[config.mk]
export PLATFORM = sky130hd
export DESIGN_NAME = perf_mon
export DESIGN_NICKNAME = d
export VERILOG_FILES = /design/src/rtl/perf_mon.sv
export SDC_FILE = /design/constraint.sdc
export NUM_CORES = 1
export LEC_CHECK = 0
export BUFFER_PORTS_ARGS = -buffer_cell sky130_fd_sc_hd__buf_2
export CAP_MARGIN = 5
export CORE_ASPECT_RATIO = 0.6
export CORE_MARGIN = 2
export CORE_UTILIZATION = 39
export DETAILED_ROUTE_END_ITERATION = 8
export PLACE_DENSITY = 0.63
export SYNTH_ARGS = -nofsm -noshare
export SYNTH_HDL_FRONTEND = slang
export SYNTH_SLANG_ARGS = --single-unit
[constraint.sdc]
create_clock -name clk -period 3.7 [get_ports clk]
set_input_delay 0.37 -clock clk [delete_from_list [all_inputs] [get_ports clk]]
set_output_delay 0.37 -clock clk [all_outputs]
set_load 0.01 [all_outputs]
[src/rtl/perf_mon.sv]
module perf_mon #(
  parameter int NCNT   = 6,
  parameter int CW     = 32,
  parameter int NEV    = 16,
  parameter int DIVLOG = 6,
  parameter int AW     = 4
) (
  input  logic          clk,
  input  logic          rst_n,
  input  logic [AW-1:0] bus_addr,
  input  logic          bus_wr,
  input  logic [31:0]   bus_wdata,
  output logic [31:0]   bus_rdata,
  input  logic [NEV-1:0] ev_in,
  output logic          irq
);
  localparam logic [AW-1:0] A_CTRL = AW'(0), A_ENS = AW'(1), A_ENC = AW'(2), A_OVF = AW'(3),
                            A_SWI = AW'(4), A_SEL = AW'(5), A_CYC = AW'(6), A_EVT = AW'(7),
                            A_CNT = AW'(8), A_IES = AW'(9), A_IEC = AW'(10), A_UAC = AW'(11);
  localparam logic [31:0] IMPL = {1'b1, {(31-NCNT){1'b0}}, {NCNT{1'b1}}};
  localparam int EW  = $clog2(NEV + 1);
  localparam int EPW = 2 ** EW;

  logic              en, div, uacc;
  logic [31:0]       cnten, inten, ovf;
  logic [4:0]        sel;
  logic [7:0]        evt [NCNT];
  logic [CW-1:0]     cnt [NCNT];
  logic [CW-1:0]     ccnt;
  logic [DIVLOG-1:0] pre;

  wire wr_ctrl = bus_wr && bus_addr == A_CTRL;
  wire pclr    = wr_ctrl && bus_wdata[1];
  wire cclr    = wr_ctrl && bus_wdata[2];
  wire [31:0] sw    = (bus_wr && bus_addr == A_SWI) ? bus_wdata : 32'd0;
  wire [31:0] en_s  = (bus_wr && bus_addr == A_ENS) ? bus_wdata : 32'd0;
  wire [31:0] en_c  = (bus_wr && bus_addr == A_ENC) ? bus_wdata : 32'd0;
  wire [31:0] ie_s  = (bus_wr && bus_addr == A_IES) ? bus_wdata : 32'd0;
  wire [31:0] ie_c  = (bus_wr && bus_addr == A_IEC) ? bus_wdata : 32'd0;
  wire [31:0] ov_c  = (bus_wr && bus_addr == A_OVF) ? bus_wdata : 32'd0;
  wire        cyc_wr = bus_wr && bus_addr == A_CYC;
  wire        cyc_run  = en && cnten[31] && div;
  wire        cyc_tick = en && cnten[31] && (!div || &pre) && !cclr && !cyc_wr;
  wire [EPW-1:0] ev_pad = EPW'({ev_in, 1'b0});

  logic [NCNT-1:0] inc;
  logic [31:0]     wrap;
  logic [7:0]      sel_evt;
  logic [CW-1:0]   sel_cnt;
  logic            sel_ok;

  always_comb begin
    wrap = 32'd0;
    sel_evt = 8'd0;
    sel_cnt = '0;
    sel_ok = 1'b0;
    for (int i = 0; i < NCNT; i++) begin
      inc[i] = en && cnten[i] && !pclr && !(bus_wr && bus_addr == A_CNT && sel == 5'(i)) &&
               ((evt[i] == 8'd0) ? sw[i] : (evt[i] <= 8'(NEV) && ev_pad[evt[i][EW-1:0]]));
      wrap[i] = inc[i] && (&cnt[i]);
      if (sel == 5'(i)) begin
        sel_ok = 1'b1;
        sel_evt = evt[i];
        sel_cnt = cnt[i];
      end
    end
    wrap[31] = cyc_tick && (&ccnt);
  end

  always_ff @(posedge clk or negedge rst_n) begin
    if (!rst_n) begin
      en <= 1'b0; div <= 1'b0; uacc <= 1'b0; sel <= 5'd0;
      cnten <= 32'd0; inten <= 32'd0; ovf <= 32'd0;
      ccnt <= '0; pre <= '0;
      for (int i = 0; i < NCNT; i++) begin
        evt[i] <= 8'd0;
        cnt[i] <= '0;
      end
    end else begin
      if (wr_ctrl) begin
        en  <= bus_wdata[0];
        div <= bus_wdata[3];
      end
      if (bus_wr && bus_addr == A_SEL) sel  <= bus_wdata[4:0];
      if (bus_wr && bus_addr == A_UAC) uacc <= bus_wdata[0];
      cnten <= (cnten | en_s) & ~en_c & IMPL;
      inten <= (inten | ie_s) & ~ie_c & IMPL;
      ovf   <= (ovf & ~ov_c) | wrap;
      if (cclr) begin
        ccnt <= '0;
        pre  <= '0;
      end else begin
        if (cyc_wr) ccnt <= CW'(bus_wdata);
        else if (cyc_tick) ccnt <= ccnt + 1'b1;
        if (cyc_run) pre <= pre + 1'b1;
      end
      for (int i = 0; i < NCNT; i++) begin
        if (bus_wr && bus_addr == A_EVT && sel == 5'(i)) evt[i] <= bus_wdata[7:0];
        if (pclr) cnt[i] <= '0;
        else if (bus_wr && bus_addr == A_CNT && sel == 5'(i)) cnt[i] <= CW'(bus_wdata);
        else if (inc[i]) cnt[i] <= cnt[i] + 1'b1;
      end
    end
  end

  always_comb begin
    case (bus_addr)
      A_CTRL:       bus_rdata = {16'd0, 5'(NCNT), 7'd0, div, 2'b00, en};
      A_ENS, A_ENC: bus_rdata = cnten;
      A_OVF:        bus_rdata = ovf;
      A_SEL:        bus_rdata = {27'd0, sel};
      A_CYC:        bus_rdata = 32'(ccnt);
      A_EVT:        bus_rdata = sel_ok ? {24'd0, sel_evt} : 32'd0;
      A_CNT:        bus_rdata = sel_ok ? 32'(sel_cnt) : 32'd0;
      A_IES, A_IEC: bus_rdata = inten;
      A_UAC:        bus_rdata = {31'd0, uacc};
      default:      bus_rdata = 32'd0;
    endcase
  end

  assign irq = |(ovf & inten);


  cyc_gate_chk: assert property (@(posedge clk) disable iff (!rst_n)
    (!en && !bus_wr) |=> $stable(ccnt));
  for (genvar g = 0; g < NCNT; g++) begin : g_chk

    ev_gate_chk: assert property (@(posedge clk) disable iff (!rst_n)
      (!en && !bus_wr) |=> $stable(cnt[g]));
  end

  div_hold_chk: assert property (@(posedge clk) disable iff (!rst_n)
    (div && !bus_wr && !(&pre)) |=> $stable(ccnt));

  flag_sticky_chk: assert property (@(posedge clk) disable iff (!rst_n)
    !(bus_wr && bus_addr == A_OVF) |=> ((ovf & $past(ovf)) == $past(ovf)));

  cyc_wrap_chk: assert property (@(posedge clk) disable iff (!rst_n)
    $rose(ovf[31]) |-> ($past(ccnt) == '1 && ccnt == '0));

  en_set_chk: assert property (@(posedge clk) disable iff (!rst_n)
    (bus_wr && bus_addr == A_ENS) |=> ((cnten & $past(bus_wdata & IMPL)) == $past(bus_wdata & IMPL)));
endmodule

==> results by group <==
STA
  • Final hold vios: 0
  • RSZ-0062 raised after global routing: no
  • Final Cycle Share: 98.01%
  • Setup TNS: 0 ns
  • Clock skew: 0.01415 ns
  • Relative slew slack: 21.27%
  • Max-slew violation count: 0
  • Worst-Margin Slew: 1.175 ns
  • Final setup vio count: 0
  • Fmax: 275.8 MHz
  • Tmin final: 3.626 ns

Critical path
  • CP Data Required Time: 3.33 ns
  • Worst EP arrival: 3.26 ns
  • Critical path fanouts, max: 36
  • Critical Path Start Type: flop
  • CP Capture Type: primary output
  • Critical path type: reg2out

Power and ir drop
  • Pwr per Cell Area: 488.8 nW/um^2
  • Leakage: 0.009268 uW
  • Sw Ratio: 35.25%
  • Peak VDD IR: 0.2825 mV
  • Power share of the clock group: 32.5%
  • Logic pwr share: 22.1%
  • Switching power: 4030 uW
  • Sequential fraction of design power: 45.4%
  • Cell Int Power: 7402 uW

Synthesis
  • Post-Syn Area per Cell: 8.942 um^2
  • Yosys cell types: 80
  • Post-synth top cells: dfrtp_1, a21oi_1, o21ai_0
  • Mapped Cells: 2341
  • Seq/Total Area, Yosys: 39.69%
  • Area leader, netlist: dfrtp_1
  • Mapped Area: 20930 um^2
  • Syn Nets: 2404
  • Synthesis Warnings: 0
  • EDFF count, synth: 0
  • Top cell type's share of synthesized area: 39.69%
  • Primary FF master, synth: dfrtp_1
  • Async set or reset register ratio after synthesis: 100.0%
  • Most common cell in the netlist: dfrtp_1
  • Area contributors post-synth: dfrtp_1, a21oi_1, o21ai_0
  • Post-synthesis sequential element count: 332

Final layout
  • Area of the multi-input gates: 11860 um^2
  • Layout Utilization: 44.31%
  • Final net count: 2436
  • Register Area: 8312 um^2
  • Fill count: 5115
  • Share of cells above drive strength 1: 14.90%
  • Layout area overhead: 11.71%

Clocking
  • TritonCTS sink count: 332
  • Post-CTS Setup Bufs: 0
  • Inserted Clock Buffers: 35
  • Hold Buf Count CTS: 1
  • CTS root buffer: clkbuf_16
  • Max Buffers Root-to-Sink: 3
  • PostCTS Resize Cnt: 0
  • Worst skew pair latency: 0.55 ns
  • H-tree levels: 2
  • TritonCTS clock tree: done
  • Clock-pin slew on the worst setup and hold paths: 0.07 ns

Route
  • Drc violations: 0
  • Final WL: 81490 um
  • Vias: 19900
  • Initial DRC Count: 2768
  • TritonRoute pass-1 iters: 8
  • Vias/cell: 6.419
  • Avg WL per Cell: 26.29 um
  • Post-route ant nets: 0

Floorplan
  • Total die area: 55610 um^2
  • Die height: 183.5 um
  • Ports: 88
  • Core Footprint: 52780 um^2
  • Die Width: 303.1 um
  • Initial Utilization: 39.66%
  • Num rows: 65

GRT
  • Global-route wire length before repair: 121900 um
  • Number of global-route vias before repair: 18450
  • GRT Util Overall: 29.27%
  • Gr ovfl total: 0
  • Largest net degree at the start of global routing: 90
  • Antenna violations before repair: 2

Place
  • Dpl hpwl: 60230 um
  • Buffers on Ports: 87
  • Routability congestion estimate: 1.018

Worst hold path
  • Worst Hold Class: in2reg

Status
  • Outcome: finished, final reports clean

Run
  • Max-cap violations: 0
==> worst max-delay path: stages, from the launching register on <==
cell and delay (ns):
dfrtp_1 0.44, nor3_1 0.42, and2_2 0.39, buf_4 0.43, a222oi_1 0.21, a21oi_1 0.26
a21oi_1 0.09, o211ai_1 0.27, buf_2 0.19
==> power by group through the flow <==
stage          logic, uW  registers [uW]  clock network [uW]
6_report            2530            5190                3720
2_1_floorplan       1750            4760                   0
3_3_place_gp        2400            5160                   0
5_1_grt             2740            5240                3920
3_5_place_dp        2440            5180                   0
4_1_cts             2460            5120                3740
==> sequential cells by signal, summed over array words and instances, names as in the netlist <==
| register | count |
|---|---|
| ccnt | 32 |
| cnt | 192 |
| cnten | 7 |
| div | 1 |
| en | 1 |
| evt | 48 |
| inten | 7 |
| ovf | 32 |
| pre | 6 |
| sel | 5 |
| uacc | 1 |
==> placed cells by master (no fill, tap or decap), types with 34 or more instances in the layout <==
master and count:
buf_2 86, dfrtp_1 331, nor3_1 56, mux2_2 83, xor2_1 87, clkbuf_16 37
nand4_1 53, and3_1 36, mux2i_1 101, o21ai_0 247, inv_1 38, nor2_1 106
nand3_1 111, nand2_1 185, a21oi_1 252, xnor2_1 100, o22ai_1 34, buf_4 64
==> worst paths after layout <==
kind                                   endpoint  slack, ns           startpoint  cells after the start
setup reg to reg           cnt[155]$_DFFE_PN0P_       0.53  evt[35]$_DFFE_PN0P_                      8
hold reg to reg                uacc$_DFFE_PN0P_       0.51     uacc$_DFFE_PN0P_                      1
hold / removal             cnt[116]$_DFFE_PN0P_       0.23        bus_wdata[20]                      3
max in group asynchronous     ovf[10]$_DFF_PN0_       2.29                rst_n                      3
min in group asynchronous   evt[43]$_DFFE_PN0P_       0.43                rst_n                      2
setup / recovery                   bus_rdata[4]       0.07   sel[4]$_DFFE_PN0P_                      8
==> layout make-up <==
| type | count | share of cell area [%] |
|---|---|---|
| Antenna cell | 1 | 0.01070 |
| Clock buffer | 48 | 4.350 |
| Clock inverter | 12 | 0.5885 |
| Inverter | 39 | 0.6260 |
| Multi-Input combinational cell | 1808 | 50.69 |
| Sequential cell | 332 | 35.54 |
| Tap cell | 703 | 3.761 |
| Timing Repair Buffer | 157 | 4.430 |
==> kinds of logic after synthesis <==
group	count (synthesis)	share of synthesized area (%)
XOR/XNOR	187	7.824
AO/OA/AOI/OAI	707	19.50
buffers and inverters	201	3.957
flip-flops	332	39.69
multiplexers	200	11.02
adder cells (fa/ha/maj)	8	0.4782
AND/OR/NAND/NOR	706	17.54
==> per-stage QoR <==
| stage | hold slack (ns) | cells | cell area (um^2) | total power (uW) | setup WS (ns) |
|---|---|---|---|---|---|
| floorplan | 0.07441 | 2341 | 20930 | 6509 | 1.201 |
| global placement | 0.4396 | 3038 | 22220 | 7553 | 0.6651 |
| detailed placement | 0.4434 | 3038 | 22220 | 7626 | 0.6159 |
| CTS | 0.2115 | 3099 | 23380 | 11320 | 0.2082 |
| global route | 0.2275 | 3099 | 23380 | 11900 | 0.01663 |
| finish | 0.2335 | 3100 | 23390 | 11430 | 0.07366 |
==> routing by layer <==
metal / GRT usage [%] / routed length (um) / up-vias
met5: 0 / 13 / -
met4: 5.557 / 1443 / 2
met2: 35.30 / 29420 / 1331
li1: - / - / 8700
met3: 14.03 / 14380 / 108
met1: 45.57 / 36230 / 9757
(Power assumes the default switching activity.)
